[src/rtl/bcfg_pkg.sv]
package bcfg_pkg;

  typedef enum logic [1:0] {
    GEN_OLDER       = 2'd0,
    GEN_NEWER       = 2'd1,
    GEN_NEWER_BOARD = 2'd2,
    GEN_NEWEST      = 2'd3
  } bcfg_gen_e;

  localparam int unsigned CFG_AW    = 8;
  localparam int unsigned CFG_BYTES = 1 << CFG_AW;
  localparam int unsigned FUNC_W    = 3;

  localparam int unsigned OFF_CMD_LO = 'h04;
  localparam int unsigned OFF_CMD_HI = 'h05;
  localparam int unsigned OFF_STS_LO = 'h06;
  localparam int unsigned OFF_STS_HI = 'h07;
  localparam int unsigned OFF_CACHE  = 'h52;
  localparam int unsigned OFF_DRAM   = 'h57;
  localparam int unsigned OFF_ATTR0  = 'h59;
  localparam int unsigned ATTR_N     = 7;
  localparam int unsigned OFF_SMRAM  = 'h72;

  function automatic logic gen_is_newer(bcfg_gen_e g);
    return g != GEN_OLDER;
  endfunction

  // Reset content of one configuration byte for a given generation.
  function automatic logic [7:0] reset_byte(bcfg_gen_e g, int unsigned off,
                                            logic [15:0] dev_id, logic [7:0] rev_id);
    logic [7:0] v;
    v = 8'h00;
    case (off)
      'h00: v = 8'h86;
      'h01: v = 8'h80;
      'h02: v = dev_id[7:0];
      'h03: v = dev_id[15:8];
      'h04: v = 8'h06;
      'h07: v = 8'h02;
      'h08: v = rev_id;
      'h0B: v = 8'h06;
      'h57: v = gen_is_newer(g) ? 8'h01 : 8'h31;
      'h60, 'h61, 'h62, 'h63, 'h64: v = 8'h02;
      'h72: v = gen_is_newer(g) ? 8'h02 : 8'h00;
      default: v = 8'h00;
    endcase
    return v;
  endfunction

endpackage

[src/rtl/bcfg_wr_filter.sv]
module bcfg_wr_filter
  import bcfg_pkg::*;
#(
  parameter bcfg_gen_e GEN = GEN_NEWER
) (
  input  logic                wr_i,
  input  logic [FUNC_W-1:0]   func_i,
  input  logic [CFG_AW-1:0]   off_i,
  input  logic [7:0]          wdata_i,
  output logic                commit_o,
  output logic [7:0]          data_o
);

  localparam logic [7:0] CMD_LO_KEEP = (GEN == GEN_OLDER)       ? 8'h42 :
                                       (GEN == GEN_NEWER_BOARD) ? 8'h06 : 8'h02;
  localparam logic [7:0] CMD_HI_KEEP = (GEN == GEN_OLDER) ? 8'h01 : 8'h00;
  localparam logic [7:0] STS_HI_FIX  = (GEN == GEN_NEWER_BOARD) ? 8'h22 : 8'h02;

  logic dropped;

  always_comb begin
    dropped = (off_i <= 8'h03) ||
              ((off_i >= 8'h08) && (off_i <= 8'h0C)) ||
              (off_i == 8'h0E) ||
              ((off_i >= 8'h10) && (off_i <= 8'h4E));
  end

  always_comb begin
    commit_o = wr_i && (func_i == '0) && !dropped;
    data_o   = wdata_i;
    case (off_i)
      8'(OFF_CMD_LO): data_o = (wdata_i & CMD_LO_KEEP) | 8'h04;
      8'(OFF_CMD_HI): data_o = wdata_i & CMD_HI_KEEP;
      8'(OFF_STS_LO): data_o = 8'h00;
      8'(OFF_STS_HI): data_o = (GEN == GEN_NEWEST) ? ((wdata_i & 8'h80) | 8'h02) : STS_HI_FIX;
      default:        data_o = wdata_i;
    endcase
  end

endmodule

[src/rtl/bcfg_store.sv]
module bcfg_store
  import bcfg_pkg::*;
#(
  parameter bcfg_gen_e   GEN    = GEN_NEWER,
  parameter logic [15:0] DEV_ID = 16'h0000,
  parameter logic [7:0]  REV_ID = 8'h00
) (
  input  logic                   clk,
  input  logic                   rst_n,
  input  logic                   commit_i,
  input  logic [CFG_AW-1:0]      off_i,
  input  logic [7:0]             data_i,
  output logic [CFG_BYTES*8-1:0] bytes_o
);

  for (genvar i = 0; i < CFG_BYTES; i++) begin : g_byte
    localparam logic [7:0] RST_VAL = reset_byte(GEN, i, DEV_ID, REV_ID);
    logic [7:0] q;
    always_ff @(posedge clk or negedge rst_n) begin
      if (!rst_n) begin
        q <= RST_VAL;
      end else if (commit_i && (off_i == CFG_AW'(i))) begin
        q <= data_i;
      end
    end
    assign bytes_o[i*8 +: 8] = q;
  end

endmodule

[src/rtl/bcfg_rd_port.sv]
module bcfg_rd_port
  import bcfg_pkg::*;
(
  input  logic                   clk,
  input  logic                   rst_n,
  input  logic                   rd_i,
  input  logic [FUNC_W-1:0]      func_i,
  input  logic [CFG_AW-1:0]      off_i,
  input  logic [CFG_BYTES*8-1:0] bytes_i,
  output logic                   rsp_valid_o,
  output logic [7:0]             rsp_data_o
);

  logic [7:0] sel;

  always_comb begin
    sel = bytes_i[{off_i, 3'b000} +: 8];
    if (func_i != '0) sel = 8'hFF;
  end

  always_ff @(posedge clk or negedge rst_n) begin
    if (!rst_n) begin
      rsp_valid_o <= 1'b0;
      rsp_data_o  <= 8'h00;
    end else begin
      rsp_valid_o <= rd_i;
      if (rd_i) rsp_data_o <= sel;
    end
  end

endmodule

[src/rtl/bridge_cfg_regs.sv]
module bridge_cfg_regs
  import bcfg_pkg::*;
#(
  parameter bcfg_gen_e   GEN    = GEN_NEWER,
  parameter logic [15:0] DEV_ID = 16'h1A2B,
  parameter logic [7:0]  REV_ID = 8'h01
) (
  input  logic              clk,
  input  logic              rst_n,
  input  logic              req_valid,
  output logic              req_ready,
  input  logic              req_we,
  input  logic [2:0]        req_func,
  input  logic [7:0]        req_off,
  input  logic [7:0]        req_wdata,
  output logic              rsp_valid,
  output logic [7:0]        rsp_rdata,
  output logic              cache_en,
  output logic [55:0]       attr_ctl,
  output logic [7:0]        smram_ctl
);

  logic                   commit;
  logic [7:0]             commit_data;
  logic [CFG_BYTES*8-1:0] cfg_bytes;

  assign req_ready = 1'b1;

  bcfg_wr_filter #(.GEN(GEN)) u_filter (
    .wr_i     (req_valid && req_we),
    .func_i   (req_func),
    .off_i    (req_off),
    .wdata_i  (req_wdata),
    .commit_o (commit),
    .data_o   (commit_data)
  );

  bcfg_store #(.GEN(GEN), .DEV_ID(DEV_ID), .REV_ID(REV_ID)) u_store (
    .clk      (clk),
    .rst_n    (rst_n),
    .commit_i (commit),
    .off_i    (req_off),
    .data_i   (commit_data),
    .bytes_o  (cfg_bytes)
  );

  bcfg_rd_port u_rd (
    .clk         (clk),
    .rst_n       (rst_n),
    .rd_i        (req_valid && !req_we),
    .func_i      (req_func),
    .off_i       (req_off),
    .bytes_i     (cfg_bytes),
    .rsp_valid_o (rsp_valid),
    .rsp_data_o  (rsp_rdata)
  );

  for (genvar k = 0; k < ATTR_N; k++) begin : g_attr
    assign attr_ctl[k*8 +: 8] = cfg_bytes[(OFF_ATTR0 + k)*8 +: 8];
  end

  assign smram_ctl = cfg_bytes[OFF_SMRAM*8 +: 8];
  assign cache_en  = cfg_bytes[OFF_CACHE*8];

endmodule

[config.mk]
export PLATFORM = sky130hd
export DESIGN_NAME = bridge_cfg_regs
export DESIGN_NICKNAME = d
export VERILOG_FILES = /design/src/rtl/bcfg_pkg.sv /design/src/rtl/bcfg_wr_filter.sv /design/src/rtl/bcfg_store.sv /design/src/rtl/bcfg_rd_port.sv /design/src/rtl/bridge_cfg_regs.sv
export SDC_FILE = /design/constraint.sdc
export NUM_CORES = 2
export LEC_CHECK = 0
export BUFFER_PORTS_ARGS = -buffer_cell sky130_fd_sc_hd__buf_2
export CELL_PAD_IN_SITES_DETAIL_PLACEMENT = 0
export CELL_PAD_IN_SITES_GLOBAL_PLACEMENT = 1
export CORE_MARGIN = 1.5
export CORE_UTILIZATION = 45
export CTS_BUF_LIST = sky130_fd_sc_hd__clkbuf_4
export CTS_CLUSTER_DIAMETER = 80
export DETAILED_ROUTE_END_ITERATION = 8
export GPL_TIMING_DRIVEN = 0
export PLACE_DENSITY = 0.69
export SLEW_MARGIN = 20
export SYNTH_ARGS = -nofsm -noshare
export SYNTH_HDL_FRONTEND = slang
export SYNTH_SLANG_ARGS = --single-unit
[constraint.sdc]
create_clock -name clk -period 1.9 [get_ports clk]
set_input_delay 0.095 -clock clk [delete_from_list [all_inputs] [get_ports clk]]
set_output_delay 0.095 -clock clk [all_outputs]
set_load 0.1 [all_outputs]
; ---- Word-level counts from Yosys, hierarchy flattened
; Cells that the tools add are included.
[op_classes]
n_reduce_logical = 271
shift = 1
n_div = 0
muxes = 2
bitwise = 0
eq_ne = 255
order_cmp = 5
mul = 0
add_sub_neg = 0
[op_table]
columns = cell, n
row1 = variable part select 2048 x 12 -> 8 bit, 1
row2 = "equality test 8 bit, second input constant", 128
row3 = "equality test 8 x 7 -> 1 bit, second input constant", 64
row4 = logical AND 1 bit, 262
row5 = "equality test 8 x 6 -> 1 bit, second input constant", 32
row6 = "equality test 8 x 5 -> 1 bit, second input constant", 16
row7 = "equality test 8 x 4 -> 1 bit, second input constant", 8
row8 = "equality test 8 x 3 -> 1 bit, second input constant", 4
row9 = one-hot mux 8 bit (3 select lines), 1
row10 = "equality test 8 x 2 -> 1 bit, second input constant", 2
row11 = "equality test 8 x 1 -> 1 bit, second input constant", 1
row12 = ">= comparator 8 x 4 -> 1 bit, second input constant", 1
row13 = ">= comparator 8 x 5 -> 1 bit, second input constant", 1
row14 = "less-or-equal comparator 8 x 2 -> 1 bit, second input constant", 1
row15 = "less-or-equal comparator 8 x 4 -> 1 bit, second input constant", 1
row16 = "less-or-equal comparator 8 x 7 -> 1 bit, second input constant", 1
row17 = logical NOT 8 bit, 1
row18 = two-way mux 8 bit, 1
row19 = logical NOT 3 bit, 1
row20 = logical OR 1 bit, 3
row21 = nonzero test 3 bit, 1
row22 = logical NOT 1 bit, 2
row23 = OR reduction 2 bit, 1
[totals]
reg_bits = 2057
word_cells = 792
n_memories = 0
mem_bits_rw = 0
rom_bits = 0
latchBits = 0
out_inout_bits = 75
input_bits = 23

; ---- Logic depth before layout (Yosys ltp)
[depth]
depth_word = 8
mapped_depth = 12
depth_no_buf = 7

; ---- Hierarchy
; A second synthesis with hierarchy kept.
[unflattened]
hier_cells = 6486
hier_area_um2 = 97355.9
[by_module_without_submodules]
columns = module, area_each_um2, seq_area_each_um2, cells_per_inst, instances
row1 = bcfg_store, 79408.7, 51279.2, 4733, 1
row2 = bcfg_rd_port, 17760.8, 225.2, 1728, 1
row3 = bcfg_wr_filter, 158.9, 0.0, 21, 1
row4 = bridge_cfg_regs, 27.5, 0.0, 4, 1

; ---- Worst setup path before layout
; Ideal clock, no wire load.
[synth_timing]
path_type = input to register
start = in req_off[0]
end = reg u_rd.rsp_data_o[1]
n_path_buf = 3
cell_stages = 8
required_ns = 1.774
t_arrival_ns = 2.409
setup_ns = 0.126
slack_ns = -0.635
path_cell_list = buf_4 > buf_4 > buf_1 > mux4_2 > mux4_2 > mux2i_1 > nor2_1 > o32a_1
[synth_between]
elab_chain_len = 2
[synth_lines]
columns = element, line
row1 = from (decl), bridge_cfg_regs.sv:14  ; input logic [7:0] req_off,
row2 = variable part select 2048 x 12 -> 8 bit, bcfg_rd_port.sv:17  ; sel = bytes_i[{off_i, 3'b000} +: 8];
row3 = two-way mux 8 bit, bcfg_rd_port.sv:18  ; if (func_i != '0) sel = 8'hFF;
row4 = to (signal assigned), bcfg_rd_port.sv:27  ; if (rd_i) rsp_data_o <= sel;
row5 = to (decl), bcfg_rd_port.sv:11  ; output logic [7:0] rsp_data_o
; No other way between the ends.
; A chain may end at the register's enable or synchronous reset.

; ---- Final worst setup path
[layout_timing]
start = in req_off[3]
end = reg u_rd.rsp_data_o[2]
; The elaborated chain is that of the path after synthesis.

==> flow_summary.toml <==
[outcome]
status = "complete, but fails checks"
failed_checks = "hold timing, setup timing"

[global_routing]
grt_pass1_vias = 63350
grt_max_degree = 154
grt_pass1_wl_mm = 491.4
track_usage_pct = 36.05
grt_overflow_total = 0
grt_antenna_before_repair = 30

[critical_path]
reg2reg_depth = 6
arrival_ns = 3.96
critPathLaunchType = "primary input"
cp.required_ns = 3.23
critPathCaptureType = "register"
crit_type = "primary input to register"
crit_fanout = 10

[detailed_routing]
dr.pass1.iters = 7
vias = 64310
post_drt_wl_per_cell_um = 33.43
drt_iter0_drc = 7221
drtAntennaViolNets = 0
vias_per_cell = 6.044
drcViolationCount = 0
finalWirelength_mm = 355.6

[synthesis]
syn_area_um2 = 87690
synth_edf_count = 0
synth_seq_cells = 2057
synth_ff_type = "dfrtp_1"
yosysTopAreaCell = "dfrtp_1"
syn-num-nets = 6887
yosysWarningCount = 0
yosys-top-cells-area = "dfrtp_1 58%, mux4_2 13%, mux2_2 7.5%"
avgSynthCellArea_um2 = 12.78
synth_cell_types = 61
synthCells = 6864
ys_async_sr_fraction_pct = 100.0
yosysTopAreaCellShare_pct = 58.02
yosysSeqAreaShare_pct = 58.74

[cts]
cts_buffers = 574
clock_path_buffers = 4
clk-insertion-delay-late_ns = 1.46
path_clk_slew_ns = 0.07
cts.sink_count = 2057
cts_tree = "done"
root_buffer = "clkbuf_4"
htree_num_levels = 6

[cells_and_area]
multi_input_area_um2 = 33140
n_fill_cell = 16590
fin_area_um2 = 104400
flow.area_growth_from_synthesis_pct = 19.07
regArea_um2 = 51520
final_nets = 7742
final_core_util_pct = 54.11
drive_gt1_share_pct = 34.46

[timing]
rsz0062_at_grt = "true"
finClkSkew_ns = 0.1119
layout_min_cycle_time_ns = 2.636
layout_setup_ws_ns = -0.7360
worst_pin_slew_ns = 1.307
hold_violations = 1034
timing.hold.ws_ns = -1.398
slew_viol_final = 0
finalSetupTns_ns = -43.39
setup_viol = 308
finalCritPeriodShare_pct = 138.7
max_freq_mhz = 379.4
relSlewSlack_pct = 12.87

[power_and_ir_drop]
powerDensity_nw_per_um2 = 878.4
p_leak_nw = 48.19
ir_worst_vdd_mv = 0.5138

[floorplan]
io_pins = 98
die_h_um = 444.4
die_w_um = 444.4
initial_core_util_pct = 45.44
die_area_um2 = 197500
core-area_um2 = 193000
std_cell_rows = 161

[hold_path]
min_path_type = "primary input to async pin"

[placement]
dpl-instance-area_um2 = 93270
dp_hpwl_mm = 249.2
numPortBuffers = 93
gp_congestion = 0.9961

[flow_run]
maxCapViolCount = 0
-- critical path: stages --
cell and delay [ns]:
buf_2 0.26, buf_2 0.36, buf_2 0.50, clkbuf_2 0.75
mux4_2 0.45, o21ai_2 0.22, nand3_2 0.13, a221oi_4 0.45
o211ai_1 0.33, o32a_1 0.38
-- cells in the final DEF, fill, tap and decap left out, types with 13 or more instances in the layout --
cell	instances
a21oi_1	217
a221oi_1	23
a22oi_1	20
a31oi_1	20
a32oi_1	35
buf_12	117
buf_16	20
buf_2	42
buf_4	137
buf_6	102
buf_8	17
clkbuf_1	806
clkbuf_2	81
clkbuf_4	860
clkinv_1	61
dfrtp_1	2020
dfrtp_2	13
dfstp_2	24
diode_2	23
dlygate4sd3_1	33
inv_2	20
mux2_2	424
mux2_4	163
mux2i_1	89
mux4_2	494
nand2_1	849
nand2_2	26
nand3_1	35
nor2_1	226
nor2_2	21
nor2_4	62
nor2b_1	40
nor4_4	33
o21ai_0	671
o21ai_1	13
o22ai_1	39
-- per-layer routing --
metal  up-vias  wire, µm  GRT usage, %
met3      1070     37940         11.51
li1      25860         -             -
met2      3689    152900         51.43
met5         -       205             0
met1     33660    136300         46.63
met4        30     28220         25.40
-- Yosys cell counts (all sizes together) (4+ instances only) --
cell / instances
dfrtp: 2033
clkbuf: 904
nand2: 880
o21ai: 687
mux2: 588
mux4: 494
nor2: 319
a21oi: 220
buf: 193
mux2i: 100
o22ai: 47
nand3: 43
nor2b: 40
a32oi: 36
nor4: 36
a22oi: 29
a221oi: 28
dfstp: 24
nor3: 24
a31oi: 20
o221ai: 18
o22a: 13
and2: 12
a211oi: 8
o211ai: 8
or3: 7
o32a: 6
or2: 6
inv: 5
a2111oi: 4
nand4: 4
or3b: 4
-- cell families (layout without fill, tap and decap cells) --
logic type / after synthesis / count (layout) / synth area share, %
AND/OR/NAND/NOR: 1385 / 1385 / 7.401
other: 1 / 24 / 0.004276
flip-flops: 2057 / 2057 / 58.74
multiplexers: 1182 / 1182 / 21.38
buffers and inverters: 1105 / 2331 / 5.259
AO/OA/AOI/OAI: 1134 / 1134 / 7.220
-- layout make-up --
| type | count | share of cell area, % |
|---|---|---|
| tap | 2526 | 3.027 |
| inverter | 8 | 0.03595 |
| sequential | 2057 | 49.34 |
| buffer | 1081 | 5.235 |
| multi-input combinational | 3702 | 31.73 |
| antenna | 23 | 0.05512 |
| timing repair buffer | 295 | 3.845 |
| clock inverter | 99 | 0.6279 |
| clock buffer | 848 | 6.097 |
-- through the flow --
stage	power [mW]	setup WS [ns]	cells
after global routing	94.54	-0.6147	10630
after floorplan	47.28	-0.4433	6864
after global placement	50.54	-47.39	9483
after CTS	91.77	-0.6167	10550
after detailed placement	51.05	-3.495	9512
final	91.72	-0.7360	10640
-- registers in the layout, indices dropped and copies added, names as in the netlist --
| signal | count |
|---|---|
| u_rd.rsp_data_o | 8 |
| u_rd.rsp_valid_o | 1 |
| u_store.g_byte.q | 2048 |
-- final timing paths --
check | from | to | slack [ns]
worst max-delay path | req_off[3] | u_rd.rsp_data_o[2]$_DFFE_PN0P_ | -0.74
worst min-delay path | rst_n | u_store.g_byte[21].q[3]$_DFFE_PN0P_ | -1.40
worst max register to register | u_store.g_byte[47].q[2]$_DFFE_PN0P_ | u_rd.rsp_data_o[2]$_DFFE_PN0P_ | -0.63
worst min register to register | u_store.g_byte[11].q[2]$_DFFE_PN1P_ | u_store.g_byte[11].q[2]$_DFFE_PN1P_ | 0.45
max in group asynchronous | rst_n | u_store.g_byte[78].q[4]$_DFFE_PN0P_ | 0.21
min in group clk | req_off[5] | u_store.g_byte[141].q[2]$_DFFE_PN0P_ | -0.05
-- report_power, final --
part	leakage (nW)	switching [mW]	internal, mW
sequential	28.6	0.137	43.9
clock	4.24	19.3	21.6
combinational	15.4	5.24	1.49
total	48.2	24.7	67.0
-- what timing repair did --
action	in CTS	in global routing
hold buffers	29	11
buffers inserted	63	69
gates cloned	0	0
resized for setup	569	139
pin swaps	49	34
setup endpoints to repair	1275	1614
hold endpoints to repair	1905	971
No activity file was read; power rests on OpenSTA's default activity.
